--- src/rtl/flash_prog_pkg.sv ---
// Package: shared encodings for the flash word program sequencer.
// Holds error codes, controller states, command codes and the
// helper that spreads an 8-bit command across interleaved lanes.
package flash_prog_pkg;

    typedef enum logic [1:0] {
        PERR_NONE    = 2'd0,
        PERR_ALIGN   = 2'd1,
        PERR_TIMEOUT = 2'd2,
        PERR_VERIFY  = 2'd3
    } perr_e;

    typedef enum logic [3:0] {
        S_IDLE,
        S_FETCH,
        S_CMD,
        S_POLL_RD,
        S_POLL_CHK,
        S_VER_RD,
        S_VER_CHK,
        S_RESET,
        S_POP,
        S_FINISH
    } pstate_e;

    localparam logic [7:0] CODE_KEY_A = 8'hAA;
    localparam logic [7:0] CODE_KEY_B = 8'h55;
    localparam logic [7:0] CODE_PROG  = 8'hA0;
    localparam logic [7:0] CODE_RESET = 8'hF0;

    localparam int KEY_ADDR_A = 'h555;
    localparam int KEY_ADDR_B = 'h2AA;

    // Zero-extend an 8-bit code to one device width and repeat it per lane.
    function automatic logic [63:0] lane_word(input logic [7:0] code,
                                              input int dev_w,
                                              input int lanes);
        logic [63:0] w;
        w = '0;
        for (int i = 0; i < 8; i++) begin
            if (i < lanes) w = w | (64'(code) << (i * dev_w));
        end
        return w;
    endfunction

endpackage

--- src/rtl/flash_bank_sel.sv ---
// Bank selector: splits a flash word address into its device base and
// the base of the bank holding it. Assumes BANK_OFFS is ascending,
// entry 0 is zero, and all offsets lie below 2**DEV_WORDS_LOG2.
module flash_bank_sel #(
    parameter int WA_W           = 23,
    parameter int DEV_WORDS_LOG2 = 20,
    parameter int NUM_BANKS      = 4,
    parameter logic [NUM_BANKS-1:0][31:0] BANK_OFFS = '0
) (
    input  logic [WA_W-1:0] word_addr,
    output logic [WA_W-1:0] dev_base,
    output logic [WA_W-1:0] bank_base
);
    localparam logic [WA_W-1:0] DEV_MASK = ~((WA_W'(1) << DEV_WORDS_LOG2) - WA_W'(1));

    logic [WA_W-1:0]      dev_off;
    logic [NUM_BANKS-1:0] hit;
    logic [WA_W-1:0]      sel_off;

    assign dev_base = word_addr & DEV_MASK;
    assign dev_off  = word_addr & ~DEV_MASK;

    // One comparator per bank: does the bank start at or below the offset.
    for (genvar gi = 0; gi < NUM_BANKS; gi++) begin : g_cmp
        assign hit[gi] = (WA_W'(BANK_OFFS[gi]) <= dev_off);
    end

    // Keep the highest bank whose start is not above the offset.
    always_comb begin
        sel_off = '0;
        for (int i = 0; i < NUM_BANKS; i++) begin
            if (hit[i]) sel_off = WA_W'(BANK_OFFS[i]);
        end
    end

    assign bank_base = dev_base + sel_off;

endmodule

--- src/rtl/flash_poll_timer.sv ---
// Poll budget counter: counts polling reads for the current word and
// flags when LIMIT reads have been issued. Saturates at LIMIT.
module flash_poll_timer #(
    parameter int LIMIT = 10000000
) (
    input  logic clk,
    input  logic rst_n,
    input  logic clear,
    input  logic tick,
    output logic expired
);
    localparam int CW = $clog2(LIMIT + 1);

    logic [CW-1:0] cnt;

    // Count issued reads; restart at each new word.
    always_ff @(posedge clk) begin
        if (!rst_n)                            cnt <= '0;
        else if (clear)                        cnt <= '0;
        else if (tick && cnt != CW'(LIMIT))    cnt <= cnt + CW'(1);
    end

    assign expired = (cnt == CW'(LIMIT));

endmodule

--- src/rtl/flash_prog_seq.sv ---
// Flash word program sequencer (top). Programs start_count words from a
// valid/ready source into NOR flash starting at start_addr. Assumes read
// data returns the cycle after a read access and that src_valid stays
// high with stable data until src_ready takes the word.
module flash_prog_seq
    import flash_prog_pkg::*;
#(
    parameter int ADDR_W         = 24,
    parameter int DEV_W          = 8,
    parameter int INTERLEAVE     = 2,
    parameter int CNT_W          = 16,
    parameter int DEV_WORDS_LOG2 = 20,
    parameter int POLL_LIMIT     = 10000000,
    parameter int NUM_BANKS      = 4,
    parameter logic [NUM_BANKS-1:0][31:0] BANK_OFFS =
        {32'h000C0000, 32'h00080000, 32'h00040000, 32'h00000000},
    localparam int DATA_W    = DEV_W * INTERLEAVE,
    localparam int BUS_BYTES = DATA_W / 8,
    localparam int OFF_W     = $clog2(BUS_BYTES),
    localparam int WA_W      = ADDR_W - OFF_W
) (
    input  logic              clk,
    input  logic              rst_n,
    input  logic              start,
    input  logic [ADDR_W-1:0] start_addr,
    input  logic [CNT_W-1:0]  start_count,
    input  logic              src_valid,
    input  logic [DATA_W-1:0] src_data,
    output logic              src_ready,
    output logic              fl_req,
    output logic              fl_we,
    output logic [WA_W-1:0]   fl_addr,
    output logic [DATA_W-1:0] fl_wdata,
    input  logic [DATA_W-1:0] fl_rdata,
    output logic              done,
    output logic [1:0]        err_code
);
    localparam logic [63:0] W_KEY_A = lane_word(CODE_KEY_A, DEV_W, INTERLEAVE);
    localparam logic [63:0] W_KEY_B = lane_word(CODE_KEY_B, DEV_W, INTERLEAVE);
    localparam logic [63:0] W_PROG  = lane_word(CODE_PROG,  DEV_W, INTERLEAVE);
    localparam logic [63:0] W_RST   = lane_word(CODE_RESET, DEV_W, INTERLEAVE);
    localparam logic [ADDR_W-1:0] ALIGN_MASK = ADDR_W'(BUS_BYTES - 1);

    pstate_e           state;
    logic [1:0]        step;
    logic [WA_W-1:0]   wa;
    logic [WA_W-1:0]   bank_r;
    logic [WA_W-1:0]   dev_r;
    logic [CNT_W-1:0]  left;
    logic [DATA_W-1:0] data_r;
    perr_e             err_q;

    logic [WA_W-1:0]   start_wa;
    logic [WA_W-1:0]   sel_dev;
    logic [WA_W-1:0]   sel_bank;
    logic              misaligned;
    logic              poll_expired;

    assign start_wa   = WA_W'(start_addr >> OFF_W);
    assign misaligned = |(start_addr & ALIGN_MASK);

    flash_bank_sel #(
        .WA_W           (WA_W),
        .DEV_WORDS_LOG2 (DEV_WORDS_LOG2),
        .NUM_BANKS      (NUM_BANKS),
        .BANK_OFFS      (BANK_OFFS)
    ) u_bank (
        .word_addr (start_wa),
        .dev_base  (sel_dev),
        .bank_base (sel_bank)
    );

    flash_poll_timer #(
        .LIMIT (POLL_LIMIT)
    ) u_timer (
        .clk     (clk),
        .rst_n   (rst_n),
        .clear   (state == S_FETCH),
        .tick    (state == S_POLL_RD),
        .expired (poll_expired)
    );

    // Sequencer: walks each word through fetch, command, poll and confirm.
    always_ff @(posedge clk) begin
        if (!rst_n) begin
            state  <= S_IDLE;
            step   <= '0;
            wa     <= '0;
            bank_r <= '0;
            dev_r  <= '0;
            left   <= '0;
            data_r <= '0;
            err_q  <= PERR_NONE;
        end else begin
            unique case (state)
                S_IDLE: begin
                    if (start) begin
                        wa     <= start_wa;
                        bank_r <= sel_bank;
                        dev_r  <= sel_dev;
                        left   <= start_count;
                        if (misaligned) begin
                            err_q <= PERR_ALIGN;
                            state <= S_FINISH;
                        end else if (start_count == '0) begin
                            err_q <= PERR_NONE;
                            state <= S_FINISH;
                        end else begin
                            state <= S_FETCH;
                        end
                    end
                end
                S_FETCH: begin
                    if (src_valid) begin
                        data_r <= src_data;
                        step   <= '0;
                        state  <= S_CMD;
                    end
                end
                S_CMD: begin
                    step <= step + 2'd1;
                    if (step == 2'd3) state <= S_POLL_RD;
                end
                S_POLL_RD: state <= S_POLL_CHK;
                S_POLL_CHK: begin
                    if (fl_rdata == data_r)  state <= S_VER_RD;
                    else if (poll_expired)   state <= S_RESET;
                    else                     state <= S_POLL_RD;
                end
                S_RESET: begin
                    err_q <= PERR_TIMEOUT;
                    state <= S_FINISH;
                end
                S_VER_RD: state <= S_VER_CHK;
                S_VER_CHK: begin
                    if (fl_rdata != data_r) begin
                        err_q <= PERR_VERIFY;
                        state <= S_FINISH;
                    end else begin
                        state <= S_POP;
                    end
                end
                S_POP: begin
                    wa   <= wa + WA_W'(1);
                    left <= left - CNT_W'(1);
                    if (left == CNT_W'(1)) begin
                        err_q <= PERR_NONE;
                        state <= S_FINISH;
                    end else begin
                        state <= S_FETCH;
                    end
                end
                S_FINISH: state <= S_IDLE;
                default:  state <= S_IDLE;
            endcase
        end
    end

    // Bus decode: address and data for each access state.
    always_comb begin
        fl_req   = 1'b0;
        fl_we    = 1'b0;
        fl_addr  = '0;
        fl_wdata = '0;
        unique case (state)
            S_CMD: begin
                fl_req = 1'b1;
                fl_we  = 1'b1;
                unique case (step)
                    2'd0: begin
                        fl_addr  = bank_r + WA_W'(KEY_ADDR_A);
                        fl_wdata = W_KEY_A[DATA_W-1:0];
                    end
                    2'd1: begin
                        fl_addr  = bank_r + WA_W'(KEY_ADDR_B);
                        fl_wdata = W_KEY_B[DATA_W-1:0];
                    end
                    2'd2: begin
                        fl_addr  = bank_r + WA_W'(KEY_ADDR_A);
                        fl_wdata = W_PROG[DATA_W-1:0];
                    end
                    default: begin
                        fl_addr  = wa;
                        fl_wdata = data_r;
                    end
                endcase
            end
            S_POLL_RD, S_VER_RD: begin
                fl_req  = 1'b1;
                fl_addr = wa;
            end
            S_RESET: begin
                fl_req   = 1'b1;
                fl_we    = 1'b1;
                fl_addr  = dev_r;
                fl_wdata = W_RST[DATA_W-1:0];
            end
            default: ;
        endcase
    end

    assign src_ready = (state == S_POP);
    assign done      = (state == S_FINISH);
    assign err_code  = err_q;

endmodule

--- config.mk ---
export PLATFORM = sky130hd
export DESIGN_NAME = flash_prog_seq
export DESIGN_NICKNAME = d
export VERILOG_FILES = /design/src/rtl/flash_prog_pkg.sv /design/src/rtl/flash_bank_sel.sv /design/src/rtl/flash_poll_timer.sv /design/src/rtl/flash_prog_seq.sv
export SDC_FILE = /design/constraint.sdc
export NUM_CORES = 1
export LEC_CHECK = 0
export BUFFER_PORTS_ARGS = -buffer_cell sky130_fd_sc_hd__buf_4
export CELL_PAD_IN_SITES_DETAIL_PLACEMENT = 1
export CELL_PAD_IN_SITES_GLOBAL_PLACEMENT = 2
export CORE_ASPECT_RATIO = 0.7
export CORE_UTILIZATION = 33
export CTS_CLUSTER_SIZE = 8
export DETAILED_ROUTE_END_ITERATION = 6
export GPL_ROUTABILITY_DRIVEN = 0
export PLACE_DENSITY = 0.85
export SETUP_SLACK_MARGIN = 0.4
export SYNTH_ARGS = -nofsm -noshare
export SYNTH_HDL_FRONTEND = slang
export SYNTH_SLANG_ARGS = --single-unit
export TNS_END_PERCENT = 30
--- constraint.sdc ---
create_clock -name clk -period 4.51 [get_ports clk]
set_input_delay 0.451 -clock clk [delete_from_list [all_inputs] [get_ports clk]]
set_output_delay 0.451 -clock clk [all_outputs]
set_load 0.02 [all_outputs]
Yosys cells after proc, flatten, opt, wreduce, memory -nomap -nowiden
Index checks and enable logic that the tools add are counted.
{"block": "word_totals", "output_inout_bits": 45, "wordCells": 92, "n_memories": 0, "reg_bits": 113, "latchBits": 0, "rom_bits": 0, "ramBits": 0, "input_bits": 76}
{"block": "classes", "n_mul": 0, "n_reduce_logical": 18, "muxes": 31, "bitwise_logic": 1, "shifts": 0, "n_div": 0, "magnitude_cmp": 3, "n_eq_ne": 23, "n_addsub": 7}
{"op": "$pmux 23 s2", "count": 2}
{"op": "$mux 23", "count": 3}
{"op": "$pmux 23 s3", "count": 1}
{"op": "$pmux 16 s2", "count": 2}
{"op": "$pmux 16 s3", "count": 1}
{"op": "$le 20x20->1 const A", "count": 2}
{"op": "$pmux 4 s9", "count": 1}
{"op": "$add 24x1->24 const B", "count": 1}
{"op": "$eq 24x24->1 const B", "count": 1}
{"op": "$mux 4", "count": 6}
{"op": "$ne 24x24->1 const B", "count": 1}
{"op": "$add 23x1->23 const B", "count": 1}
{"op": "$add 23x10->23 const B", "count": 1}
{"op": "$add 23x11->23 const B", "count": 1}
{"op": "$add 23x23->23", "count": 1}
{"op": "$le 19x20->1 const A", "count": 1}
{"op": "$mux 19", "count": 1}
{"op": "$eq 16x1->1 const B", "count": 1}
{"op": "$eq 16x16->1", "count": 1}
{"op": "$eq 4x3->1 const B", "count": 4}
{"op": "$logic_not 16->1", "count": 1}
{"op": "$mux 16", "count": 1}
{"op": "$ne 16x16->1", "count": 1}
{"op": "$sub 16x1->16 const B", "count": 1}
{"op": "other kinds (25)", "count": 46}

Longest topological paths before layout
{"block": "logic_depth", "word_depth": 5, "ltp_mapped": 9, "depth_no_buf": 8}

Hierarchy
From an unflattened synthesis, not the netlist that was laid out.
{"block": "unflattened", "cells_unflattened": 1154, "area_unflattened_um2": 8433.1}
{"mod": "flash_prog_seq", "area_per_inst_um2": 6787.8, "seq_area_each_um2": 2182.1, "instances": 1, "cells_each": 959}
{"mod": "flash_poll_timer", "area_per_inst_um2": 1303.8, "seq_area_each_um2": 480.5, "instances": 1, "cells_each": 148}
{"mod": "flash_bank_sel", "area_per_inst_um2": 341.6, "seq_area_each_um2": 0.0, "instances": 1, "cells_each": 47}

Worst setup path before layout
No wires, ideal clock.
{"block": "synth_timing", "path_type": "register to register", "from": "register u_timer.cnt[0]", "to": "register u_timer.cnt[21]", "path_slack_ns": 2.356, "t_arrival_ns": 2.026, "period_less_slack_ns": 2.154, "required_ns": 4.382, "stages_incl_launch_ff": 10, "path_buffers": 1, "setup_time_ns": 0.128, "cell_sequence": "dfxtp_1 > inv_1 > ha_1 > nor3b_1 > and4_1 > clkbuf_1 > a2111o_1 > or3_1 > xor2_1 > nor2_1"}
{"block": "synth_between", "elab_chain_cells": 2, "word_cells_on_any_way": 3, "classes_between": "add/sub: 1; eq/ne: 1; reduce/logical: 1"}
{"element": "start: declaration", "line_no": "flash_poll_timer.sv:14", "rtl": "logic [CW-1:0] cnt;"}
{"element": "start signal: assignment", "line_no": "flash_poll_timer.sv:20", "rtl": "else if (tick && cnt != CW'(LIMIT)) cnt <= cnt + CW'(1);"}
{"element": "branches (longest 2 deep; another with $add 24x1->24)"}
Parallel ways; which one is timed is not known.
A chain may end at the register's enable or synchronous reset.

Worst setup path after layout
{"block": "layout_timing", "from": "register step[0]", "to": "output fl_addr[8]"}
{"block": "layout_between", "elab_chain_cells": 4, "word_cells_on_any_way": 6, "classes_between": "eq/ne: 2; mux: 2; reduce/logical: 2"}
{"element": "start: declaration", "line_no": "flash_prog_seq.sv:45", "rtl": "logic [1:0] step;"}
{"element": "start signal: assignment", "line_no": "flash_prog_seq.sv:121", "rtl": "step <= step + 2'd1;"}
{"element": "$eq 2x2->1 / $logic_not 2->1 (equally long branches)", "line_no": "flash_prog_seq.sv:169", "rtl": "unique case (step)"}
{"element": "$reduce_or 2->1 (no line)"}
{"element": "$pmux 23 s2 *", "line_no": "flash_prog_seq.sv:169"}
{"element": "$pmux 23 s3 *", "line_no": "flash_prog_seq.sv:165", "rtl": "unique case (state)"}
{"element": "end: declaration", "line_no": "flash_prog_seq.sv:32", "rtl": "output logic [WA_W-1:0] fl_addr,"}
Every way passes the cells marked *; elsewhere a longest branch is shown, timed or not.

==> Flow_metrics.wiki <==
{| class="wikitable"
! Metric !! Value
|-
| Transition time of the tightest slew-check pin || between 1 and 1.5 ns
|-
| Critical Path Sink Type || output port
|-
| N_diodes || 0
|-
| Aggregate routed wire length || about 18000 um
|-
| Sequential standard cell area || 1840 um2
|-
| Clock transition at the registers of the reported paths || roughly 0.07 ns
|-
| Source of the critical timing path || step[0]$_SDFFE_PN0P_
|-
| Maximum cell stage delay along the critical path || 0.88 ns
|-
| Layout cell share with drive strength beyond 1 || 0.198
|-
| Source of the worst register-to-register timing path || state[1]$_SDFFE_PN0P_
|-
| Status || finished, violations left
|-
| Predominant post-synthesis flop cell || dfxtp_1
|-
| Net total in the final layout || 852
|-
| Routed wirelength normalized by instance count || between 15 and 20 um
|-
| Final-report max-slew violation count || 0
|-
| Flop2flop setup slack || between 1 and 1.5 ns
|-
| Crit path max fanout || 24
|-
| P_leak || ~2.5 nW
|-
| Final cycle utilization of the critical path || 0.716
|-
| Number of resized instances in the post-cts repair step || 0
|-
| Minimum clock period || 3.23 ns
|-
| Async set or reset register ratio after synthesis || 0
|-
| Path category of the worst min-delay check || input port to flop
|-
| Share of the yosys chip area belonging to registers || 0.355
|-
| Area grow syn2layout || 26.2%
|-
| Clock root buffer master || clkbuf_16
|-
| Maximum VDD drop || between 200 and 250 uV
|-
| Synth top area cells || dfxtp_1 35%, nand2_1 7.2%, a21oi_1 6.3%, nor2_1 4.3%, xnor2_1 3.4%
|-
| Count of H-tree levels built during CTS || 3
|-
| Rel. slew slack || 0.311
|-
| Source-to-sink clock delay at the later pin of the worst-skew pair || between 0.3 and 0.4 ns
|-
| Initial antenna violation count || 0
|-
| Die Span X || 152 um
|-
| Syn Area/Cell || 7.77 um2
|-
| Critical path's slowest cell || o31ai_1
|-
| Post-synthesis instance area || just over 5000 um2
|-
| Number of nets produced by synthesis || 754
|-
| Number of max-cap violations || 0
|-
| Length of the first detailed-routing pass in iterations || 7
|-
| Overflow after GRT || 0
|-
| Count of boundary I/O pins || 121
|-
| Total Routing Usage GR || 0.224
|-
| Data required time at the worst endpoint || approximately 4.1 ns
|-
| Maximum achievable frequency || roughly 0.31 GHz
|-
| Number of global-route vias before repair || ~5400
|-
| Startpoint type of the worst setup path || flop
|-
| Worst slack at placement || about 1.4 ns
|-
| Count of synthesis-stage warnings from yosys || 0
|-
| Cell Chain, Critical Path || ha_1 -> o31ai_1 -> nand2_1 -> o21a_1 -> buf_4
|-
| Capture instance of the worst register-to-register path || left[6]$_SDFFE_PN0P_
|-
| Register bit total from synthesis || 92
|-
| CTS Buf Count || 9
|-
| RSZ-0062 raised after global routing || no
|-
| Hold violation total from the final report || 0
|-
| Fill cells || about 1800
|-
| Drt drc || 28
|-
| Via count || 5351
|-
| Port-buffer cells || 120
|-
| Number of instances in the synthesized netlist || ~670
|-
| Routed Antenna Nets || 0
|-
| Type of the worst setup path || flop to output port
|-
| Setup TNS Final || 0 ns
|-
| Data arrival time of the critical path || approximately 2.8 ns
|-
| Post-DP HPWL || about 13000 um
|-
| Synth top area share || 0.355
|-
| Count of endpoints failing setup in the final report || 0
|-
| Final total power || 3.07 mW
|-
| Violations in the final reports || design-rule violations
|-
| Count of buffers added by post-CTS timing repair for setup || 0
|-
| CTS Buffer Depth || 2
|-
| Most area-hungry cell type in the Yosys netlist || dfxtp_1
|-
| Clock tree from TritonCTS || done
|-
| Most instantiated cells after synthesis || 99 x nand2_1, 92 x dfxtp_1, 65 x a21oi_1
|-
| Clock Sinks || 92
|-
| Hold_buf cts || 0
|-
| DIE HEIGHT || approximately 110 um
|-
| First-pass GRT wire length || between 20000 and 30000 um
|-
| Most frequently used cell type in the post-synthesis netlist || nand2_1
|-
| End of the critical path || fl_addr[8]
|-
| Detail-routed via count per cell || approximately 5.5
|-
| Power density normalized to cell area || about 470 nW/um2
|-
| Initial core utilization || 0.345
|-
| Post-synth EDFFs || 0
|-
| Setup skew after layout || about 0.0084 ns
|-
| Worst Reg2Reg Path Length in Cells || 5
|-
| Yosys cell types || 66
|-
| Initial detailed-routing violation count || ~370
|-
| Std-Cell Core Area || ~15000 um2
|-
| Area taken by multi-input logic gates || about 3100 um2
|-
| Largest net degree at the start of global routing || between 50 and 60
|-
| Row count || 37
|-
| Overall die area || about 16000 um2
|-
| Final WS setup || 1.28 ns
|}
layout by cell type, fill, tap and decap left out, types with 4 or more instances in the layout:
master     synthesis  routed
buf_4              1     124
nand2_1           99      99
dfxtp_1           92      92
a21oi_1           65      65
nor2_1            60      60
o21ai_0           32      32
nand4_1           24      24
xnor2_1           20      20
xor2_1            19      19
inv_1             17      16
nand3_1           16      16
nor3_1            15      15
a31oi_1           13      13
o211ai_1          11      11
nor4_1            12      11
ha_1              10      10
nor2b_1            9       9
clkbuf_16          0       9
and2_1             8       8
o21a_1             8       8
and3_1             8       8
or3_1              7       7
a221oi_1           6       6
nand2b_1           5       5
a21o_1             5       5
a22o_1             5       5
and4_1             5       5
mux2i_1            5       5
nor4b_1            4       4
worst min-delay path by stage:
stage	from	to	slack, ns	cells past startpoint
after floorplan	bank_r[18]$_SDFFE_PN0P_	bank_r[18]$_SDFFE_PN0P_	0.44	2
after global placement	bank_r[19]$_SDFFE_PN0P_	bank_r[19]$_SDFFE_PN0P_	0.44	2
after detailed placement	bank_r[18]$_SDFFE_PN0P_	bank_r[18]$_SDFFE_PN0P_	0.46	2
after CTS	start_addr[10]	wa[9]$_SDFFE_PN0P_	0.33	3
after global routing	src_data[6]	data_r[6]$_SDFFE_PN0P_	0.34	3
final	start_addr[10]	wa[9]$_SDFFE_PN0P_	0.34	3
stage by stage:
stage	hold WS, ns	instances	instance area [um2]	utilization
5_1_grt	0.344	966	6550	0.435
2_1_floorplan	0.436	668	5190	-
4_1_cts	0.328	966	6550	0.435
3_5_place_dp	0.459	950	6230	0.414
6_report	0.337	966	6550	0.435
3_3_place_gp	0.445	950	6230	0.414
critical path: cells and delay by family, from the launching register on:
kind	cells	cell delay [ns]
flops	1	0.35
fa+ha+maj	1	0.49
compound gates	2	1.09
buf+inv	1	0.15
simple gates	1	0.35
registers in the layout, summed over array words and instances (netlist names):
register	flops
wa	23
left	16
data_r	16
u_timer.cnt	24
bank_r	2
err_code	2
step	2
dev_r	3
state	4
final cells by class:
cell class                 count  area share
timing repair buffer         124       0.142
sequential                    92       0.281
clock buffer                   9      0.0344
tap                          195      0.0372
clock inverter                 7      0.0151
multi-input combinational    522       0.480
inverter                      17     0.00974
where the power goes:
group | internal, mW | total, mW | switching (mW)
clock network | 0.490 | 0.841 | 0.351
logic | 0.409 | 1.07 | 0.666
registers | 0.950 | 1.16 | 0.206
logic make-up after synthesis:
family	Yosys count	share of synthesized area
xor gates and xnor gates	39	0.0658
buffers and inverters	54	0.0400
DFF	92	0.355
AOI/OAI and AO/OA	172	0.213
adders and majority gates	10	0.0241
and+or+nand+nor	294	0.288
muxes	7	0.0140
per-layer routing:
metal | GRT usage | up-vias | wire, um
met2 | 0.337 | 148 | 7590
li1 | - | 2605 | -
met1 | 0.322 | 2588 | 9220
met5 | 0 | - | 0
met4 | 0.0525 | 0 | 138
met3 | 0.0505 | 10 | 1010
No activity file was read; power rests on OpenSTA's default activity.
